File: src/rtl/pcmclk_pkg.sv
package pcmclk_pkg;
    typedef enum logic [1:0] {
        ST_IDLE = 2'd0,
        ST_LOW  = 2'd1,
        ST_HIGH = 2'd2
    } pcmclk_state_t;
endpackage

File: src/rtl/pcmclk_src_sel.sv
module pcmclk_src_sel #(
    parameter int SEL_W = 1,
    localparam int NUM_SRC = 1 << SEL_W
) (
    input  logic [NUM_SRC-1:0] ticks,
    input  logic [SEL_W-1:0]   sel,
    output logic               tick
);
    always_comb tick = ticks[sel];
endmodule

File: src/rtl/pcmclk_half_cnt.sv
module pcmclk_half_cnt #(
    parameter int W = 9
) (
    input  logic         clk,
    input  logic         rst_n,
    input  logic         clear,
    input  logic         tick,
    input  logic [W-1:0] limit,
    output logic         done
);
    logic [W-1:0] cnt;

    always_comb done = tick && !clear && (cnt == limit);

    always_ff @(posedge clk or negedge rst_n) begin
        if (!rst_n)
            cnt <= '0;
        else if (clear)
            cnt <= '0;
        else if (tick)
            cnt <= (cnt == limit) ? '0 : cnt + 1'b1;
    end
endmodule

File: src/rtl/pcmclk_gen.sv
module pcmclk_gen
    import pcmclk_pkg::*;
#(
    parameter int DIV_W = 9,
    parameter int FRM_W = 9
) (
    input  logic             clk,
    input  logic             rst_n,
    input  logic             src_sel,
    input  logic             tick_bus,
    input  logic             tick_mux,
    input  logic             sclk_en,
    input  logic             cont_mode,
    input  logic             tx_active,
    input  logic             rx_active,
    input  logic [DIV_W-1:0] sclk_div,
    input  logic [FRM_W-1:0] sync_div,
    output logic             sclk,
    output logic             fsync,
    output logic             launch_stb,
    output logic             capture_stb
);
    pcmclk_state_t state, nxt;

    logic             tick;
    logic             half_done;
    logic             run;
    logic             frame_end;
    logic             start_frame;
    logic [DIV_W-1:0] div_q;
    logic [FRM_W-1:0] frm_q;
    logic [FRM_W-1:0] bit_cnt;

    pcmclk_src_sel #(.SEL_W(1)) u_sel (
        .ticks ({tick_mux, tick_bus}),
        .sel   (src_sel),
        .tick  (tick)
    );

    pcmclk_half_cnt #(.W(DIV_W)) u_half (
        .clk   (clk),
        .rst_n (rst_n),
        .clear (state == ST_IDLE),
        .tick  (tick),
        .limit (div_q),
        .done  (half_done)
    );

    always_comb begin
        run       = sclk_en && (cont_mode || tx_active || rx_active);
        frame_end = (bit_cnt == frm_q);
    end

    // next-state logic
    always_comb begin
        nxt = state;
        unique case (state)
            ST_IDLE: if (run && tick) nxt = ST_LOW;
            ST_LOW:  if (half_done) nxt = ST_HIGH;
            ST_HIGH: if (half_done) nxt = (frame_end && !run) ? ST_IDLE : ST_LOW;
            default: nxt = ST_IDLE;
        endcase
        start_frame = ((state == ST_IDLE) && (nxt == ST_LOW)) ||
                      ((state == ST_HIGH) && (nxt == ST_LOW) && frame_end);
    end

    // state register
    always_ff @(posedge clk or negedge rst_n) begin
        if (!rst_n) state <= ST_IDLE;
        else        state <= nxt;
    end

    // output and frame registers
    always_ff @(posedge clk or negedge rst_n) begin
        if (!rst_n) begin
            sclk        <= 1'b1;
            fsync       <= 1'b0;
            launch_stb  <= 1'b0;
            capture_stb <= 1'b0;
            bit_cnt     <= '0;
            div_q       <= '0;
            frm_q       <= '0;
        end else begin
            sclk        <= (nxt != ST_LOW);
            launch_stb  <= (nxt == ST_LOW) && (state != ST_LOW);
            capture_stb <= (nxt == ST_HIGH) && (state == ST_LOW);
            if (start_frame) begin
                div_q   <= sclk_div;
                frm_q   <= sync_div;
                bit_cnt <= '0;
                fsync   <= 1'b1;
            end else if ((state == ST_HIGH) && (nxt == ST_LOW)) begin
                bit_cnt <= bit_cnt + 1'b1;
                fsync   <= 1'b0;
            end else if (nxt == ST_IDLE) begin
                fsync   <= 1'b0;
            end
        end
    end
endmodule

File: config.mk
export PLATFORM = sky130hd
export DESIGN_NAME = pcmclk_gen
export DESIGN_NICKNAME = d
export VERILOG_FILES = /design/src/rtl/pcmclk_pkg.sv /design/src/rtl/pcmclk_src_sel.sv /design/src/rtl/pcmclk_half_cnt.sv /design/src/rtl/pcmclk_gen.sv
export SDC_FILE = /design/constraint.sdc
export NUM_CORES = 1
export LEC_CHECK = 0
export CAP_MARGIN = 20
export CORE_MARGIN = 2
export CORE_UTILIZATION = 40
export DETAILED_ROUTE_END_ITERATION = 10
export PLACE_DENSITY = 0.74
export SYNTH_ARGS = -nofsm -noshare
export SYNTH_HDL_FRONTEND = slang
export SYNTH_SLANG_ARGS = --single-unit
File: constraint.sdc
create_clock -name clk -period 3.45 [get_ports clk]
set_clock_uncertainty 0.2 [all_clocks]
set_input_delay 0.8625 -clock clk [delete_from_list [all_inputs] [get_ports clk]]
set_output_delay 0.8625 -clock clk [all_outputs]
set_load 0.05 [all_outputs]
==> impl_metrics.py, run 1 <==
metrics = {
    "yosys": {
        "synth_fp_nets": 227,
        "synth_flop_cell": "dfrtp_1",
        "async_flop_share_pct": 100.0,
        "yosys_warnings": 0,
        "synthCells": 198,
        "synth_top_area_share_pct": 48.04,
        "synth_area_um2": 2136,
        "ys_ff_latch": 42,
        "synth-edff-count": 0,
        "synth_area_leader_cell": "dfrtp_1",
        "synth_cell_types": 34,
        "ys_top_cells_by_area": "dfrtp_1, mux2_1, xor2_1",
        "syn_avg_cell_area_um2": 10.79,
        "ys_seq_area_share_pct": 49.27,
    },
    "cells_and_area": {
        "drive_above_1_share_pct": 10.26,
        "stdcell_area_um2": 2586,
        "n_antenna_cell": 0,
        "most-common-layout-cells": "dfrtp_1, clkdlybuf4s50_1, nor2_1",
        "n_fill_cell": 491,
        "final_common_cell": "dfrtp_1",
        "nets": 262,
        "syn2layout_area_growth_pct": 21.09,
    },
    "clocking": {
        "numClockSinks": 42,
        "cts_hold_buf": 0,
        "htree_levels": 2,
        "clk_latency_ns": 0.30,
        "cts_setup_buffers": 0,
        "path_clk_slew_ns": 0.08,
        "clock_path_buffers": 2,
        "cts_tree": "done",
        "ctsRootBufferMaster": "clkbuf_8",
        "post_cts_resized": 0,
        "cts_buffers": 5,
    },
    "timing": {
        "final-hold-violation-count": 0,
        "fin_crit_ns": 2.737,
        "fin_crit_sh_pct": 79.32,
        "worstMarginPinSlew_ns": 0.9537,
        "slew_violations": 0,
        "fin_tns_setup_ns": 0,
        "max_slew_margin_pct": 36.42,
        "setup_violations": 0,
        "rsz0062_at_grt": "no",
        "fmax_mhz": 365.4,
    },
    "setup_path": {
        "reg2reg_from": "u_half.cnt[8]",
        "worstRegToRegCells": 7,
        "end_kind": "register",
        "worst-r2r-setup-slack_ns": 0.71,
        "r2r-end": "div_q[4]",
        "start_kind": "register",
        "cp_data_arrival_time_ns": 2.72,
        "crit_fanout": 27,
        "worst_ep_required_time_ns": 3.43,
        "worst-setup-path-type": "reg -> reg",
    },
    "floorplan": {
        "die-area_um2": 5940,
        "num_rows": 26,
        "start_util_pct": 41.55,
        "io_pins": 31,
        "chipHeight_um": 77.07,
        "design.core.area_um2": 5140,
        "die_w_um": 77.07,
    },
    "drt": {
        "highest_layer": "met4",
        "antenna_left": 0,
        "vias": 1596,
        "wl_per_cell_um": 13.88,
        "drtPass1Iterations": 4,
        "drtIter0Drc": 134,
        "met1_length_um": 1932,
        "wl_met2_um": 2046,
        "viasPerCell": 5.250,
        "wl_met3_um": 174,
        "route.detailed.drc": 0,
        "drt-total-wl_um": 4221,
    },
    "worst_hold_path": {
        "hold_path_depth": 1,
        "hold_path.startpoint": "frm_q[1]",
        "holdPathEnd": "frm_q[1]",
        "hold_class": "reg -> reg",
    },
    "grt": {
        "grtUsageTotal_pct": 15.61,
        "grt_overflow": 0,
        "grt_max_degree": 43,
        "grt_pass1_wl_um": 7369,
        "grt_pass1_vias": 1550,
        "antenna_found_initial": 0,
    },
    "run_status": {
        "outcome": "finished, final reports clean",
    },
    "power": {
        "p_int_mw": 1.060,
        "clkPwrFrac_pct": 20.4,
        "p_sw_share_pct": 34.15,
        "vdd_ir_drop_max_mv": 0.3323,
        "power_frac_seq_pct": 46.9,
        "power_density_nw_per_um2": 622.4,
        "p_total_mw": 1.610,
        "p_sw_mw": 0.5498,
        "power_frac_comb_pct": 32.7,
        "p_leak_nw": 1.118,
    },
    "placement": {
        "placed_area_um2": 2490,
        "finalWeightedCongestion": 0.7939,
        "dp_hpwl_um": 2996,
        "io_buffer_count": 30,
    },
    "run": {
        "maxCapViolCount": 0,
    },
}
[worst max-delay path, cell delays in order (launching register included)]
cell and delay (ns):
dfrtp_1 0.42, xnor2_1 0.30, nand3_1 0.15, or3_1 0.50, o21ai_1 0.20, and2_1 0.14, buf_4 0.32, mux2_2 0.39
[sequential cells by signal, indices dropped and copies added, names as in the netlist]
| signal | flops |
|---|---|
| fsync | 1 |
| bit_cnt | 9 |
| state | 2 |
| capture_stb | 1 |
| frm_q | 9 |
| div_q | 9 |
| launch_stb | 1 |
| sclk | 1 |
| u_half.cnt | 9 |
[per-layer routing]
layer	GRT usage, %	vias to the layer above
met2	24.65	30
met4	5.893	0
met3	3.882	6
met1	20.82	784
met5	0	-
li1	-	776
[cells by family (layout without fill, tap and decap cells)]
family	after synthesis	count (layout)	share of synthesized area, %
compound gates	35	35	9.490
xor+xnor	21	21	8.963
fa+ha+maj	2	2	1.171
buf+inv	8	44	2.577
flops	42	42	49.27
mux	21	21	10.96
simple gates	69	69	17.57
[cells in the mapped netlist, types with 3 or more instances]
cell,count
nand4_1,5
xor2_1,11
mux2_1,11
or3_1,5
o31ai_1,6
a21oi_1,8
xnor2_1,9
nand3_1,11
o21ai_0,16
mux2_2,8
and3_1,5
inv_1,3
nor2_1,17
or4_1,3
buf_6,3
nand2_1,9
dfrtp_1,41
nand2b_1,5
[cell type report]
| cell class | instances | area, um2 | area share, % |
|---|---|---|---|
| flip-flops and latches | 42 | 1052 | 40.69 |
| clock inverters | 1 | 5.005 | 0.1935 |
| multi-input cells | 148 | 1028 | 39.77 |
| clock buffers | 7 | 86.33 | 3.338 |
| inverters | 3 | 11.26 | 0.4354 |
| well taps | 70 | 87.58 | 3.387 |
| repair buffers | 33 | 315.3 | 12.19 |
[stage by stage]
step | worst slack (ns) | instances | util (%) | hold slack, ns
4_1_cts | 0.7232 | 303 | 50.22 | 0.3221
5_1_grt | 0.5711 | 304 | 50.32 | 0.3276
6_report | 0.7135 | 304 | 50.32 | 0.3140
3_3_place_gp | 0.5077 | 295 | 48.44 | 0.2963
3_5_place_dp | 0.4477 | 295 | 48.44 | 0.3036
2_1_floorplan | 1.081 | 198 | - | 0.2781
[power by group through the flow]
stage	Clock (mW)	Sequential [mW]	Combinational, mW
global placement	0	0.763	0.503
detailed placement	0	0.766	0.525
finish	0.328	0.755	0.527
CTS	0.340	0.755	0.526
floorplan	0	0.773	0.358
global route	0.361	0.775	0.586
[how the worst max path moves through the flow]
stage | from | to | slack (ns) | cells past startpoint
after floorplan | src_sel | div_q[6] | 1.08 | 7
after global placement | src_sel | div_q[8] | 0.51 | 7
after detailed placement | src_sel | frm_q[2] | 0.45 | 7
after CTS | u_half.cnt[8] | div_q[4] | 0.72 | 7
after global routing | u_half.cnt[3] | div_q[5] | 0.57 | 7
final | u_half.cnt[8] | div_q[4] | 0.71 | 7
No activity file was read; power rests on OpenSTA's default activity.
==> run 2, diff against run 1 <==
Settings changed: PLACE_DENSITY 0.74 to 0.76.
Clock period 3.45 ns to 2.3 ns, I/O delays scaled along.
==> run 2 against run 1 <==
  * The flow now finishes with violations (setup timing)
  * Clock power grew 49%
  * Worst hold slack worse by 0.18 ns
  * Sequential cell count unchanged
  * Wire length is 15% higher
  * Register-to-register slack got worse by 0.87 ns
  * Critical path type unchanged
==> impl_metrics.py, run 2 (synthesized netlist as in run 1, its figures left out) <==
metrics = {
    "run_status": {
        "outcome": "finished, violations left",
        "violations": "setup timing",
    },
    "grt": {
        "grt_max_degree": 43,
        "grt_overflow": 0,
        "antenna_found_initial": 0,
        "grt_pass1_vias": 1683,
        "grtUsageTotal_pct": 16.58,
        "grt_pass1_wl_um": 7914,
    },
    "setup_path": {
        "worst_ep_required_time_ns": 2.32,
        "cp_data_arrival_time_ns": 2.48,
        "worstRegToRegCells": 7,
        "start_kind": "register",
        "worst-setup-path-type": "reg -> reg",
        "crit_fanout": 3,
        "end_kind": "register",
    },
    "clocking": {
        "clk_latency_ns": 0.29,
        "numClockSinks": 42,
        "cts_hold_buf": 0,
        "cts_tree": "done",
        "htree_levels": 2,
        "ctsRootBufferMaster": "clkbuf_8",
        "cts_buffers": 5,
        "path_clk_slew_ns": 0.08,
        "clock_path_buffers": 2,
    },
    "placement": {
        "io_buffer_count": 30,
        "placedCellCount": 329,
        "placed_area_um2": 2773,
        "finalWeightedCongestion": 0.8583,
        "place_ws_ns": -0.2912,
        "dp_hpwl_um": 3329,
    },
    "floorplan": {
        "die_w_um": 77.07,
        "num_rows": 26,
        "design.core.area_um2": 5140,
        "io_pins": 31,
        "die-area_um2": 5940,
        "chipHeight_um": 77.07,
        "start_util_pct": 41.55,
    },
    "cells_and_area": {
        "n_antenna_cell": 0,
        "instances_no_fill": 347,
        "syn2layout_area_growth_pct": 44.05,
        "stdcell_area_um2": 3077,
        "final_common_cell": "buf_4",
        "drive_above_1_share_pct": 33.57,
        "most-common-layout-cells": "buf_4, dfrtp_1, clkdlybuf4s50_1",
        "nets": 305,
        "finish.utilization_pct": 59.86,
    },
    "timing": {
        "fin_tns_setup_ns": -1.866,
        "fin_crit_sh_pct": 106.7,
        "worstMarginPinSlew_ns": 0.5088,
        "slew_violations": 0,
        "fin_crit_ns": 2.455,
        "setup_violations": 23,
        "max_slew_margin_pct": 66.08,
        "final-hold-violation-count": 0,
        "whs_ns": 0.1352,
        "fmax_mhz": 407.4,
        "setup_slack_ns": -0.1548,
        "rsz0062_at_grt": "yes",
    },
    "drt": {
        "route.detailed.drc": 0,
        "drt-total-wl_um": 4867,
        "antenna_left": 0,
        "wl_per_cell_um": 14.03,
        "viasPerCell": 5.147,
        "drtPass1Iterations": 4,
        "drtIter0Drc": 144,
        "vias": 1786,
    },
    "power": {
        "p_total_mw": 2.831,
        "clkPwrFrac_pct": 17.2,
        "power_frac_comb_pct": 43.0,
        "p_leak_nw": 1.387,
        "power_density_nw_per_um2": 920.0,
        "p_sw_mw": 0.9738,
        "vdd_ir_drop_max_mv": 0.5328,
        "p_int_mw": 1.857,
        "p_sw_share_pct": 34.40,
        "power_frac_seq_pct": 39.8,
    },
    "run": {
        "maxCapViolCount": 0,
    },
    "worst_hold_path": {
        "hold_class": "in -> async",
    },
}
[run 2: cell type report]
| type | count | area, um2 |
|---|---|---|
| clock inverters | 1 | 5.005 |
| well taps | 70 | 87.58 |
| clock buffers | 7 | 86.33 |
| fillers | 429 | 2063 |
| repair buffers | 76 | 681.9 |
| multi-input cells | 148 | 1152 |
| flip-flops and latches | 42 | 1052 |
| inverters | 3 | 11.26 |
[run 2: final timing paths]
| path | start | endpoint | slack (ns) |
|---|---|---|---|
| setup / recovery | div_q[8] | bit_cnt[6] | -0.15 |
| hold / removal | rst_n | state[1] | 0.14 |
| setup reg to reg | div_q[8] | bit_cnt[6] | -0.15 |
| hold reg to reg | frm_q[1] | frm_q[1] | 0.31 |
| max in group asynchronous | rst_n | sclk | 1.41 |
| min in group clk | frm_q[1] | frm_q[1] | 0.31 |
[run 2: worst max-delay path, cell delays in order (launching register included)]
cell	delay (ns)
dfrtp_1	0.42
xnor2_2	0.28
nand3_2	0.14
or3_4	0.41
buf_4	0.15
nand4b_4	0.17
or4_4	0.49
a21oi_2	0.14
[run 2: what timing repair did]
action                     CTS  global route
resized for setup           11            15
setup endpoints to repair   29            31
buffers inserted             2             7
pin swaps                    3            10
gates cloned                 0             1
[run 2: power by group through the flow]
stage               combinational (mW)  sequential, mW  clock (mW)
floorplan                        0.547            1.16           0
global placement                 0.963            1.12           0
detailed placement               0.995            1.13           0
CTS                               1.07            1.12       0.502
global route                      1.31            1.16       0.525
finish                            1.22            1.13       0.488
[run 2: layer usage]
| layer | global-route usage, % | routed length, um | part of all wire, % |
|---|---|---|---|
| met1 | 23.65 | 2292 | 47 |
| met2 | 24.91 | 2306 | 47 |
| met3 | 3.529 | 202 | 4.2 |
| met4 | 6.071 | 66 | 1.4 |
| met5 | 0 | 0 | 0 |
==> run 3, diff against run 2 <==
Settings changed: CORE_UTILIZATION 40 to 45, GPL_ROUTABILITY_DRIVEN set to 1, PLACE_DENSITY 0.76 to 0.83.
==> run 3 against run 2 <==
  * The flow still finishes with violations (setup timing)
  * Sequential share of layout area fell by 1.2 points
  * Clock power fell by 7.6%
  * Wire length rose by 25%
  * Critical path depth did not move
  * Worst setup slack got worse by 0.073 ns
  * Combinational power rose by 16%
  * Critical path type unchanged
  * Largest cell class unchanged
  * Highest routed layer unchanged
==> impl_metrics.py, run 3 (synthesized netlist as in run 1, its figures left out) <==
metrics = {
    "run_status": {
        "outcome": "finished, violations left",
        "violations": "setup timing",
    },
    "setup_path": {
        "worstRegToRegCells": 7,
        "worst-setup-path-type": "reg -> reg",
        "end_kind": "register",
        "worst_ep_required_time_ns": 2.33,
        "crit_fanout": 3,
        "start_kind": "register",
        "reg2reg_from": "u_half.cnt[3]",
        "r2r-end": "bit_cnt[6]",
        "worst-r2r-setup-slack_ns": -0.23,
        "cp_data_arrival_time_ns": 2.55,
    },
    "grt": {
        "grtUsageTotal_pct": 21.12,
        "grt_pass1_wl_um": 8528,
        "grt_max_degree": 43,
        "antenna_found_initial": 0,
        "grt_pass1_vias": 1877,
        "grt_overflow": 0,
    },
    "clocking": {
        "ctsRootBufferMaster": "clkbuf_8",
        "numClockSinks": 42,
        "clock_path_buffers": 2,
        "clk_latency_ns": 0.30,
        "cts_hold_buf": 0,
        "cts_tree": "done",
        "htree_levels": 2,
        "path_clk_slew_ns": 0.08,
        "cts_buffers": 5,
    },
    "timing": {
        "fmax_mhz": 395.6,
        "fin_crit_sh_pct": 109.9,
        "max_slew_margin_pct": 64.49,
        "fin_tns_setup_ns": -3.146,
        "rsz0062_at_grt": "yes",
        "worstMarginPinSlew_ns": 0.5326,
        "setup_slack_ns": -0.2277,
        "setup_violations": 27,
        "slew_violations": 0,
        "final-hold-violation-count": 0,
        "fin_crit_ns": 2.528,
    },
    "power": {
        "power_frac_comb_pct": 46.7,
        "p_leak_nw": 1.501,
        "power_frac_seq_pct": 38.5,
        "vdd_ir_drop_max_mv": 0.5631,
        "p_sw_share_pct": 35.77,
        "clkPwrFrac_pct": 14.8,
        "p_int_mw": 1.953,
        "p_sw_mw": 1.088,
        "power_density_nw_per_um2": 952.3,
    },
    "drt": {
        "drtPass1Iterations": 4,
        "viasPerCell": 5.856,
        "antenna_left": 0,
        "wl_per_cell_um": 18.21,
        "route.detailed.drc": 0,
        "drt-total-wl_um": 6063,
        "drtIter0Drc": 196,
        "vias": 1950,
    },
    "placement": {
        "finalWeightedCongestion": 0.8051,
        "place_ws_ns": -0.3234,
        "dp_hpwl_um": 3363,
        "placed_area_um2": 2763,
        "io_buffer_count": 30,
    },
    "floorplan": {
        "start_util_pct": 45.83,
        "chipHeight_um": 72.89,
        "die_w_um": 72.89,
        "die-area_um2": 5313,
        "design.core.area_um2": 4661,
        "num_rows": 25,
        "io_pins": 31,
    },
    "cells_and_area": {
        "stdcell_area_um2": 3193,
        "final_common_cell": "buf_4",
        "drive_above_1_share_pct": 40.50,
        "nets": 308,
        "most-common-layout-cells": "buf_4, dfrtp_1, clkdlybuf4s50_1",
        "n_antenna_cell": 0,
        "syn2layout_area_growth_pct": 49.50,
    },
    "worst_hold_path": {
        "hold_class": "in -> async",
    },
    "run": {
        "maxCapViolCount": 0,
    },
}
==> run 3: cell types whose count changed in the layout (fill, tap and decap cells not counted), sizes merged <==
cell,delta
clkinv,+1
clkbuf,-2
dlymetal6s2s,+4
buf,+3
dlygate4sd2,+1
clkdlybuf4s50,-5
==> run 3: power by group through the flow <==
stage	logic, mW	registers (mW)	clock network (mW)
floorplan	0.547	1.16	0
global placement	0.930	1.12	0
detailed placement	0.968	1.13	0
CTS	1.09	1.14	0.454
global route	1.50	1.19	0.486
finish	1.42	1.17	0.451
==> run 3: layout make-up <==
cell class | count | area (um2)
clock buffer | 5 | 68.82
timing repair buffer | 79 | 719.4
inverter | 3 | 11.26
tap | 54 | 67.56
fill | 298 | 1468
clock inverter | 2 | 10.01
multi-input combinational | 148 | 1264
sequential | 42 | 1052
==> run 3: worst max-delay path, cell delays in order (launching register included) <==
cell	delay, ns
dfrtp_1	0.44
xnor2_2	0.23
nand4_1	0.19
or3_4	0.44
buf_6	0.13
nand4b_4	0.17
or4_4	0.50
a21oi_2	0.15
==> run 3: how the worst max path moves through the flow <==
stage	startpoint	to	slack, ns	depth (start not counted)
6_report	u_half.cnt[3]	bit_cnt[6]	-0.23	7
3_5_place_dp	cont_mode	bit_cnt[2]	-0.32	8
3_3_place_gp	src_sel	frm_q[1]	-0.28	7
2_1_floorplan	u_half.cnt[8]	div_q[6]	-0.03	9
5_1_grt	u_half.cnt[3]	bit_cnt[6]	-0.26	7
4_1_cts	u_half.cnt[8]	bit_cnt[6]	-0.05	7
==> run 3: through the flow <==
stage                     hold WS, ns  total power, mW  std cells  utilization (%)
after floorplan               0.07941            1.707        198                -
after global placement         0.2913            2.052        316            59.28
after detailed placement       0.2987            2.102        316            59.28
after CTS                      0.1496            2.683        327            63.57
after global routing           0.1732            3.177        333            68.51
final                          0.1254            3.041        333            68.51
==> run 3: routing by layer <==
metal	wire length, um	track usage [%]
met1	2520	27.76
met2	2914	33.84
met3	389	3.867
met4	239	10.08
met5	0	0
==> run 3: timing repair <==
item	in CTS	in global routing
setup buffers	4	5
gates resized for setup	21	38
pin swaps	7	13
setup endpoints to repair	31	32
gates cloned	0	1
